[src/rtl/cic_pkg.sv]
package cic_pkg;

  // Bits added by the integrator cascade: STAGES * ceil(log2(RATE))
  function automatic int cic_growth(input int stages, input int rate);
    return stages * $clog2(rate);
  endfunction

  // Output / accumulator width
  function automatic int cic_acc_width(input int data_w, input int stages, input int rate);
    return data_w + cic_growth(stages, rate);
  endfunction

  // Number of impulse-response taps of the whole filter
  function automatic int cic_taps(input int stages, input int rate);
    return stages * (rate - 1) + 1;
  endfunction

endpackage

[src/rtl/cic_phase_ctr.sv]
module cic_phase_ctr #(
  parameter int RATE = 4,
  localparam int PW = (RATE > 2) ? $clog2(RATE) : 1
) (
  input  logic          clk,
  input  logic          rst_n,
  input  logic          in_vld,
  output logic          fire,
  output logic [PW-1:0] phase
);

  localparam logic [PW-1:0] LAST = PW'(RATE - 1);

  logic at_last;
  assign at_last = (phase == LAST);
  assign fire    = in_vld && at_last;

  always_ff @(posedge clk or negedge rst_n) begin
    if (!rst_n)
      phase <= '0;
    else if (in_vld)
      phase <= at_last ? '0 : phase + 1'b1;
  end

  // phase never leaves 0..RATE-1
  p_phase_range_r3 : assert property (@(posedge clk) disable iff (!rst_n)
    int'(phase) < RATE);

  // unqualified cycles leave the phase alone
  p_phase_hold_r2 : assert property (@(posedge clk) disable iff (!rst_n)
    !in_vld |=> $stable(phase));

  // a qualified sample at the last phase returns the count to zero
  p_phase_wrap_r3 : assert property (@(posedge clk) disable iff (!rst_n)
    (in_vld && int'(phase) == RATE - 1) |=> phase == '0);

endmodule

[src/rtl/cic_integ_chain.sv]
module cic_integ_chain #(
  parameter int ACC_W  = 18,
  parameter int STAGES = 3
) (
  input  logic                    clk,
  input  logic                    rst_n,
  input  logic                    dp_clr,
  input  logic                    in_vld,
  input  logic signed [ACC_W-1:0] x,
  output logic signed [ACC_W-1:0] y
);

  logic signed [ACC_W-1:0] acc [STAGES];
  logic signed [ACC_W-1:0] nxt [STAGES];

  // Unpipelined cascade: every stage sees the freshly updated value of the
  // stage before it, so the chain is a pure 1/(1-z^-1)^STAGES in samples.
  always_comb begin
    for (int s = 0; s < STAGES; s++) begin
      if (s == 0) nxt[s] = acc[s] + x;
      else        nxt[s] = acc[s] + nxt[s-1];
    end
  end

  for (genvar g = 0; g < STAGES; g++) begin : g_acc
    always_ff @(posedge clk) begin
      if (dp_clr)      acc[g] <= '0;
      else if (in_vld) acc[g] <= nxt[g];
    end
  end

  assign y = acc[STAGES-1];

  // no qualified sample, no clear -> the cascade output does not move
  p_integ_hold_r2 : assert property (@(posedge clk) disable iff (!rst_n)
    (!in_vld && !dp_clr) |=> $stable(y));

  // the clear empties the first and last stages in the next cycle
  p_integ_clr_r7 : assert property (@(posedge clk) disable iff (!rst_n)
    dp_clr |=> (y == '0 && acc[0] == '0));

endmodule

[src/rtl/cic_comb_chain.sv]
module cic_comb_chain #(
  parameter int ACC_W  = 18,
  parameter int STAGES = 3
) (
  input  logic                    clk,
  input  logic                    rst_n,
  input  logic                    dp_clr,
  input  logic                    fire,
  input  logic signed [ACC_W-1:0] din,
  output logic signed [ACC_W-1:0] dout,
  output logic                    dout_vld
);

  // Control pipeline: vq[k] marks that comb stage k holds its input this cycle
  logic [STAGES:0] vq;

  always_ff @(posedge clk or negedge rst_n) begin
    if (!rst_n) vq <= '0;
    else        vq <= {vq[STAGES-1:0], fire};
  end

  logic signed [ACC_W-1:0] cval [STAGES];
  logic signed [ACC_W-1:0] dly  [STAGES];
  logic signed [ACC_W-1:0] sin  [STAGES];

  for (genvar g = 0; g < STAGES; g++) begin : g_comb
    if (g == 0) begin : g_first
      assign sin[g] = din;
    end else begin : g_next
      assign sin[g] = cval[g-1];
    end

    always_ff @(posedge clk) begin
      if (dp_clr) begin
        cval[g] <= '0;
        dly[g]  <= '0;
      end else if (vq[g]) begin
        cval[g] <= sin[g] - dly[g];
        dly[g]  <= sin[g];
      end
    end
  end

  assign dout     = cval[STAGES-1];
  assign dout_vld = vq[STAGES];

  // output qualifier is a single-cycle pulse
  p_vld_pulse_r5 : assert property (@(posedge clk) disable iff (!rst_n)
    dout_vld |=> !dout_vld);

  // with no firing in flight and no clear, the output word is held
  p_comb_hold_r2 : assert property (@(posedge clk) disable iff (!rst_n)
    (vq[STAGES-1:0] == '0 && !dp_clr) |=> $stable(dout));

  // the clear zeroes the comb output next cycle
  p_comb_clr_r7 : assert property (@(posedge clk) disable iff (!rst_n)
    dp_clr |=> dout == '0);

endmodule

[src/rtl/cic_decim_stream.sv]
module cic_decim_stream #(
  parameter int DATA_W = 12,
  parameter int RATE   = 4,
  parameter int STAGES = 3,
  localparam int ACC_W = cic_pkg::cic_acc_width(DATA_W, STAGES, RATE)
) (
  input  logic                     clk,
  input  logic                     rst_n,
  input  logic                     dp_clr,
  input  logic signed [DATA_W-1:0] in_data,
  input  logic                     in_vld,
  output logic signed [ACC_W-1:0]  out_data,
  output logic                     out_vld
);

  localparam int PW = (RATE > 2) ? $clog2(RATE) : 1;

  // Named internal events for the assertions
  logic                    fire;
  logic [PW-1:0]           phase;
  logic signed [ACC_W-1:0] in_ext;
  logic signed [ACC_W-1:0] integ_out;

  assign in_ext = ACC_W'(in_data);   // sign-extended by signed context

  cic_phase_ctr #(.RATE(RATE)) u_phase (
    .clk    (clk),
    .rst_n  (rst_n),
    .in_vld (in_vld),
    .fire   (fire),
    .phase  (phase)
  );

  cic_integ_chain #(.ACC_W(ACC_W), .STAGES(STAGES)) u_integ (
    .clk    (clk),
    .rst_n  (rst_n),
    .dp_clr (dp_clr),
    .in_vld (in_vld),
    .x      (in_ext),
    .y      (integ_out)
  );

  cic_comb_chain #(.ACC_W(ACC_W), .STAGES(STAGES)) u_comb (
    .clk      (clk),
    .rst_n    (rst_n),
    .dp_clr   (dp_clr),
    .fire     (fire),
    .din      (integ_out),
    .dout     (out_data),
    .dout_vld (out_vld)
  );

  // a decimation event needs a qualified input
  p_fire_needs_vld_r3 : assert property (@(posedge clk) disable iff (!rst_n)
    fire |-> (in_vld && int'(phase) == RATE - 1));

  // no output qualifier in the cycle after a reset release
  p_quiet_after_reset_r1 : assert property (@(posedge clk)
    !rst_n |=> !out_vld);

  initial begin
    p_rate_legal_r3 : assert (RATE >= 2 && STAGES >= 1);
  end

endmodule

[config.mk]
export PLATFORM = sky130hd
export DESIGN_NAME = cic_decim_stream
export DESIGN_NICKNAME = d
export VERILOG_FILES = /design/src/rtl/cic_pkg.sv /design/src/rtl/cic_phase_ctr.sv /design/src/rtl/cic_integ_chain.sv /design/src/rtl/cic_comb_chain.sv /design/src/rtl/cic_decim_stream.sv
export SDC_FILE = /design/constraint.sdc
export NUM_CORES = 1
export LEC_CHECK = 0
export CAP_MARGIN = 20
export CORE_MARGIN = 3
export CORE_UTILIZATION = 23
export CTS_BUF_LIST = sky130_fd_sc_hd__clkbuf_8
export DETAILED_ROUTE_END_ITERATION = 10
export PLACE_DENSITY = 0.37
export SYNTH_ARGS = -nofsm -noshare
export SYNTH_HDL_FRONTEND = slang
export SYNTH_SLANG_ARGS = --single-unit
[constraint.sdc]
create_clock -name clk -period 6.25 [get_ports clk]
set_input_delay 0.625 -clock clk [delete_from_list [all_inputs] [get_ports clk]]
set_output_delay 0.625 -clock clk [all_outputs]
set_load 0.01 [all_outputs]
Word level (Yosys, flattened, before mapping) --
Memory sizes are Yosys's and may differ from the RTL's. Cells that the tools add are included.
Storage, ports and cells: memories 3, bits in writable memories 162, bits in registers 6
Memory list:
- u_comb.cval | depth 3, width 18, rd ports 3, clocked after memory_dff 0, write ports 3, RTL line cic_comb_chain.sv:22 | logic signed [ACC_W-1:0] cval [STAGES];
- u_comb.dly | depth 3, width 18, rd ports 3, clocked after memory_dff 0, write ports 3, RTL line cic_comb_chain.sv:23 | logic signed [ACC_W-1:0] dly [STAGES];
- u_integ.acc | depth 3, width 18, rd ports 3, clocked after memory_dff 0, write ports 3, RTL line cic_integ_chain.sv:13 | logic signed [ACC_W-1:0] acc [STAGES];
Operators by class: bitwise gates (word level) 9, multiplexer cells 24, eq/ne operators 1, add/subtract/negate cells 7, reduce and logical (&&, ||, !) cells 1
Operators with widths (number):
- 18-bit 2-to-1 mux | 9
- 18-bit subtractor | 3
- 18-bit adder | 2
- 18-bit by 12-bit adder with 18-bit output | 1
- 1-bit 2-to-1 mux | 14
- 1-bit bitwise OR | 9
- 2-bit by 1-bit adder with 2-bit output, second input constant | 1
- 2-bit equality test, second input constant | 1
- 2-bit 2-to-1 mux | 1
- 1-bit logical AND | 1

Depth between registers and ports, before layout --
depth after elaboration 4, gate-level depth with buffers 24, mapped depth without buffers 24

By module --
From an unflattened synthesis, not the netlist that was laid out.
Second synthesis, totals: cells, all modules 1040, area total of the unflattened synthesis 11139.4 um^2
By module, submodules not included:
- cic_comb_chain | cells an instance 613, instances 1, area an instance 6736.5 um^2
- cic_integ_chain | cells an instance 420, instances 1, area an instance 4306.6 um^2
- cic_phase_ctr | cells an instance 7, instances 1, area an instance 96.3 um^2

Worst setup path after synthesis --
No wires, ideal clock.
kind input -> register, start point input in_data[0], end point memory u_integ.acc[2][17] (data pin), stages 21, arrival time 4.756 ns, path buffers 0, required time 5.987 ns, setup time 0.263 ns, path slack 1.232 ns, cell sequence ha_1 -> fa_1 -> a21o_1 -> a21oi_1 -> o21bai_1 -> a21oi_1 -> o21bai_1 -> a21bo_2 -> xnor2_1 -> ha_1 -> a21o_1 -> a211o_1 -> a41oi_1 -> o21bai_1 -> xor2_1 -> ha_1 -> nand3_1 -> o211a_1 -> o311ai_1 -> xor2_1 -> nor2_1
RTL lines:
- start, declared | RTL line cic_decim_stream.sv:10 | input logic signed [DATA_W-1:0] in_data,
- end, declared | RTL line cic_integ_chain.sv:13

==> impl_metrics.json <==
{
  "result_of_the_run": "finished clean",
  "cts_tree": "yes",
  "irDropWorstVdd_v": 0.000123,
  "cts-root-to-sink-buffers": 2,
  "synth_compound_gate_area_share": 0.139,
  "synthesis.nets": 1129,
  "synth_top_area_share": 0.454,
  "grt_max_degree": 55,
  "layout.area.seq_sq_um": 5010,
  "synthesis.instances": 1002,
  "critical_path.endpoint": "u_integ.acc[2][15]",
  "critical_path_class": "in2reg",
  "maxCapViolCount": 0,
  "finalCritPeriodShare": 0.872,
  "dieWidth_microns": 222,
  "postCtsResizedCells": 0,
  "slew_violations": 0,
  "cts_root_buf": "sky130_fd_sc_hd__clkbuf_8",
  "critPathRequiredTime_ns": 6.50,
  "place.gp.congestion": 0.774,
  "via_count": 7054,
  "synthDistinctLibCells": 63,
  "grt_pass1_wl_mm": 35.4,
  "multi_input_logic_area_sq_um": 5340,
  "fp.coreArea_sq_um": 45700,
  "drt_wl_total_mm": 20.4,
  "worstMarginPinSlew_ns": 0.924,
  "ff2ff_path_depth": 22,
  "crit_path_top_delay_cell": "sky130_fd_sc_hd__fa_1",
  "synth_simple_gate_area_share": 0.164,
  "max_slew_margin": 0.383,
  "timing.setup.tns_ns": 0,
  "tmin_final_ns": 5.45,
  "critical_path.max_fanout": 5,
  "syn2layout_area_growth_pct": 14.1,
  "xor_xnor_share_of_the_synthesized_area": 0.0581,
  "async_reset_ff_frac": 0.0357,
  "cp.arrival_ns": 5.71,
  "hold_fix_buffers_cts": 0,
  "critPathLaunch": "in_data[0]",
  "detail_route.first_pass.iterations": 4,
  "critical_path.n_buffers_inverters": 1,
  "synth_top_flop_cell": "sky130_fd_sc_hd__edfxtp_1",
  "path_cells": "clkdlybuf4s50_1 -> ha_1 -> fa_1 -> a21o_1 -> a21oi_1 -> o21bai_1 -> a21oi_1 -> o21bai_1 -> a21oi_1 -> xnor2_1 -> ha_1 -> a21boi_1 -> o31a_1 -> a21oi_1 -> ha_1 -> a21o_1 -> a21oi_1 -> nand2b_1 -> nand2b_1 -> a21oi_1 -> o21bai_1 -> a211o_1 -> and3_1",
  "port_buffers": 34,
  "critical-path-top-cell-by-count": "sky130_fd_sc_hd__a21oi_1",
  "p_leak_nw": 4.95,
  "critical_path.reg2reg.endpoint": "u_integ.acc[2][15]",
  "post-dp-hpwl_mm": 15.0,
  "antenna_cells_inserted": 0,
  "first_iter_violations": 199,
  "yosysWarningCount": 0,
  "design.portCount": 35,
  "worstSetupPathDepth": 23,
  "finalNetCount": 1169,
  "design.die.area_sq_um": 49200,
  "synth_area_per_cell_sq_um": 10.7,
  "synth_area_leaders": "sky130_fd_sc_hd__edfxtp_1, sky130_fd_sc_hd__ha_1, sky130_fd_sc_hd__and2_1",
  "max_clock_freq_mhz": 183,
  "layout.filler_cells": 4807,
  "route.antenna.remaining_nets": 0,
  "worst_setup_path_end_kind": "register",
  "yosysSeqAreaShare": 0.468,
  "drc_errors": 0,
  "routed_wirelength_normalized_by_instance_count_microns": 12.3,
  "vias_in_the_first_global_route": 7277,
  "netlist_area_sq_um": 10700,
  "synth_area_leader_cell": "sky130_fd_sc_hd__edfxtp_1",
  "hold_viol": 0,
  "clkLatencyLatePin_ns": 0.49,
  "tritoncts.num_buffers": 17,
  "gr-usage-all-layers": 0.0880,
  "startpoint_type": "input pin",
  "critical_path.top_delay_family": "compound AO/OA/AOI/OAI gates",
  "hold_slack_ns": 0.400,
  "worst_hold_path_type": "in2async",
  "synth_top_family_by_area": "simple AND/OR/NAND/NOR gates",
  "pwr_dens_nw_per_um2": 415,
  "synth-edff-count": 162,
  "timing.critical_path.slowest_cell_delay_ns": 0.41,
  "r2r_start": "u_integ.acc[0][0]",
  "htree_levels": 4,
  "die_h_microns": 222,
  "grt_antenna_before_repair": 0,
  "post-cts-setup-buffers": 0,
  "floorplan.initialDensity": 0.234,
  "route.detailed.vias_per_inst": 4.26,
  "drive_gt1_frac": 0.0550,
  "rsz_0062_raised_after_global_routing": "false",
  "synthAdderAreaFrac": 0.134,
  "ff2ff_setup_slack_ns": 0.97,
  "yosys_register_bits": 168,
  "gr-total-overflow": 0,
  "placement_rows": 78,
  "synth_mux_area_frac": 0.00304,
  "finalSetupViolations": 0,
  "clk_transition_reported_paths_ns": 0.10,
  "cts_sink_count": 168,
  "timing.clock.skew_ns": 0.0194
}
## cells by family (layout without fill, tap and decap cells)
kind of cell | count (synthesis) | in the layout
and+or+nand+nor | 334 | 334
AOI/OAI and AO/OA | 220 | 220
DFF | 168 | 168
adders and majority gates | 111 | 111
buffers and inverters | 95 | 148
xor gates and xnor gates | 71 | 71
muxes | 3 | 3
## final cells by class
| cell class | instances | share of cell area |
|---|---|---|
| Multi-Input combinational cell | 739 | 0.437 |
| Timing Repair Buffer | 38 | 0.0303 |
| Inverter | 78 | 0.0240 |
| Tap cell | 600 | 0.0614 |
| Sequential cell | 168 | 0.410 |
| Clock buffer | 17 | 0.0191 |
| Clock inverter | 15 | 0.0174 |
## metrics by stage
step	instance area (sq um)	setup slack [ns]	util	instances	power, mW
global route	12200	0.327	0.268	1655	5.58
detailed placement	11800	0.241	0.258	1623	4.22
floorplan	10700	1.23	-	1002	3.67
global placement	11800	0.324	0.258	1623	4.21
finish	12200	0.799	0.268	1655	5.06
CTS	12200	0.792	0.268	1655	5.16
## Yosys cell counts, types with 8 or more instances
cell / number
sky130_fd_sc_hd__a211oi_1: 13
sky130_fd_sc_hd__a21o_1: 23
sky130_fd_sc_hd__a21oi_1: 48
sky130_fd_sc_hd__a31oi_1: 10
sky130_fd_sc_hd__and2_1: 82
sky130_fd_sc_hd__and3_1: 12
sky130_fd_sc_hd__clkbuf_1: 16
sky130_fd_sc_hd__edfxtp_1: 162
sky130_fd_sc_hd__ha_1: 105
sky130_fd_sc_hd__inv_1: 78
sky130_fd_sc_hd__nand2_1: 30
sky130_fd_sc_hd__nand2b_1: 24
sky130_fd_sc_hd__nand3_1: 15
sky130_fd_sc_hd__nor2_1: 93
sky130_fd_sc_hd__nor2b_1: 17
sky130_fd_sc_hd__nor3_1: 26
sky130_fd_sc_hd__o21a_1: 14
sky130_fd_sc_hd__o21ai_0: 46
sky130_fd_sc_hd__o21bai_1: 8
sky130_fd_sc_hd__o31a_1: 8
sky130_fd_sc_hd__or2_2: 9
sky130_fd_sc_hd__xnor2_1: 45
sky130_fd_sc_hd__xor2_1: 26
## worst min path at each step
stage	startpoint	depth (start not counted)	endpoint	slack (ns)
after floorplan	rst_n	0	u_comb.vq[0]	0.33
after global placement	u_comb.vq[2]	0	u_comb.vq[3]	0.40
after detailed placement	u_comb.vq[2]	0	u_comb.vq[3]	0.40
after CTS	rst_n	1	u_comb.vq[0]	0.36
after global routing	rst_n	1	u_comb.vq[1]	0.39
final	rst_n	1	u_comb.vq[2]	0.40
## routing by layer
layer  part of all wire  vias up  GRT usage  wire length, microns
met5                  0        -          0                     0
met1               0.46     3253      0.104                  9400
met3              0.028       22     0.0197                   563
met2               0.49       83      0.156                 10000
li1                   -     3696          -                     -
met4              0.021        0     0.0332                   439
## power breakdown
part           switching [mW]  total, mW  leakage (nW)  internal (mW)
clock                   0.457      0.903         0.226          0.446
sequential              0.115       1.64          1.80           1.53
combinational            1.39       2.52          2.92           1.13
total                    1.96       5.06          4.95           3.10
## cell usage in the layout (no fill, tap or decap), types with 14 or more instances in the layout
cell type / instances
sky130_fd_sc_hd__xnor2_1: 45
sky130_fd_sc_hd__nand3_1: 15
sky130_fd_sc_hd__nor3_1: 26
sky130_fd_sc_hd__xor2_1: 26
sky130_fd_sc_hd__clkbuf_8: 17
sky130_fd_sc_hd__a21oi_1: 48
sky130_fd_sc_hd__nor2_1: 93
sky130_fd_sc_hd__o21ai_0: 46
sky130_fd_sc_hd__a21o_1: 23
sky130_fd_sc_hd__and2_1: 82
sky130_fd_sc_hd__inv_1: 78
sky130_fd_sc_hd__edfxtp_1: 162
sky130_fd_sc_hd__clkdlybuf4s50_1: 34
sky130_fd_sc_hd__nand2_1: 30
sky130_fd_sc_hd__nor2b_1: 16
sky130_fd_sc_hd__ha_1: 105
sky130_fd_sc_hd__nand2b_1: 24
sky130_fd_sc_hd__o21a_1: 14
## sequential cells by signal, summed over array words and instances (netlist names)
name,cells
u_comb.cval,54
u_comb.vq,4
u_comb.dly,54
u_integ.acc,54
u_phase.phase,2
## worst reg2reg max path: stages, from the launching register on
cell and delay (ns):
sky130_fd_sc_hd__edfxtp_1 0.38, sky130_fd_sc_hd__ha_1 0.24, sky130_fd_sc_hd__fa_1 0.41, sky130_fd_sc_hd__a21o_1 0.20, sky130_fd_sc_hd__a21oi_1 0.23, sky130_fd_sc_hd__o21bai_1 0.09, sky130_fd_sc_hd__a21oi_1 0.21, sky130_fd_sc_hd__o21bai_1 0.15
sky130_fd_sc_hd__a21oi_1 0.20, sky130_fd_sc_hd__xnor2_1 0.18, sky130_fd_sc_hd__ha_1 0.31, sky130_fd_sc_hd__a21boi_1 0.18, sky130_fd_sc_hd__o31a_1 0.29, sky130_fd_sc_hd__a21oi_1 0.17, sky130_fd_sc_hd__ha_1 0.32, sky130_fd_sc_hd__a21o_1 0.18
sky130_fd_sc_hd__a21oi_1 0.19, sky130_fd_sc_hd__nand2b_1 0.18, sky130_fd_sc_hd__nand2b_1 0.06, sky130_fd_sc_hd__a21oi_1 0.32, sky130_fd_sc_hd__o21bai_1 0.11, sky130_fd_sc_hd__a211o_1 0.31, sky130_fd_sc_hd__and3_1 0.17
Note: power is estimated with default switching activity, not from simulation.
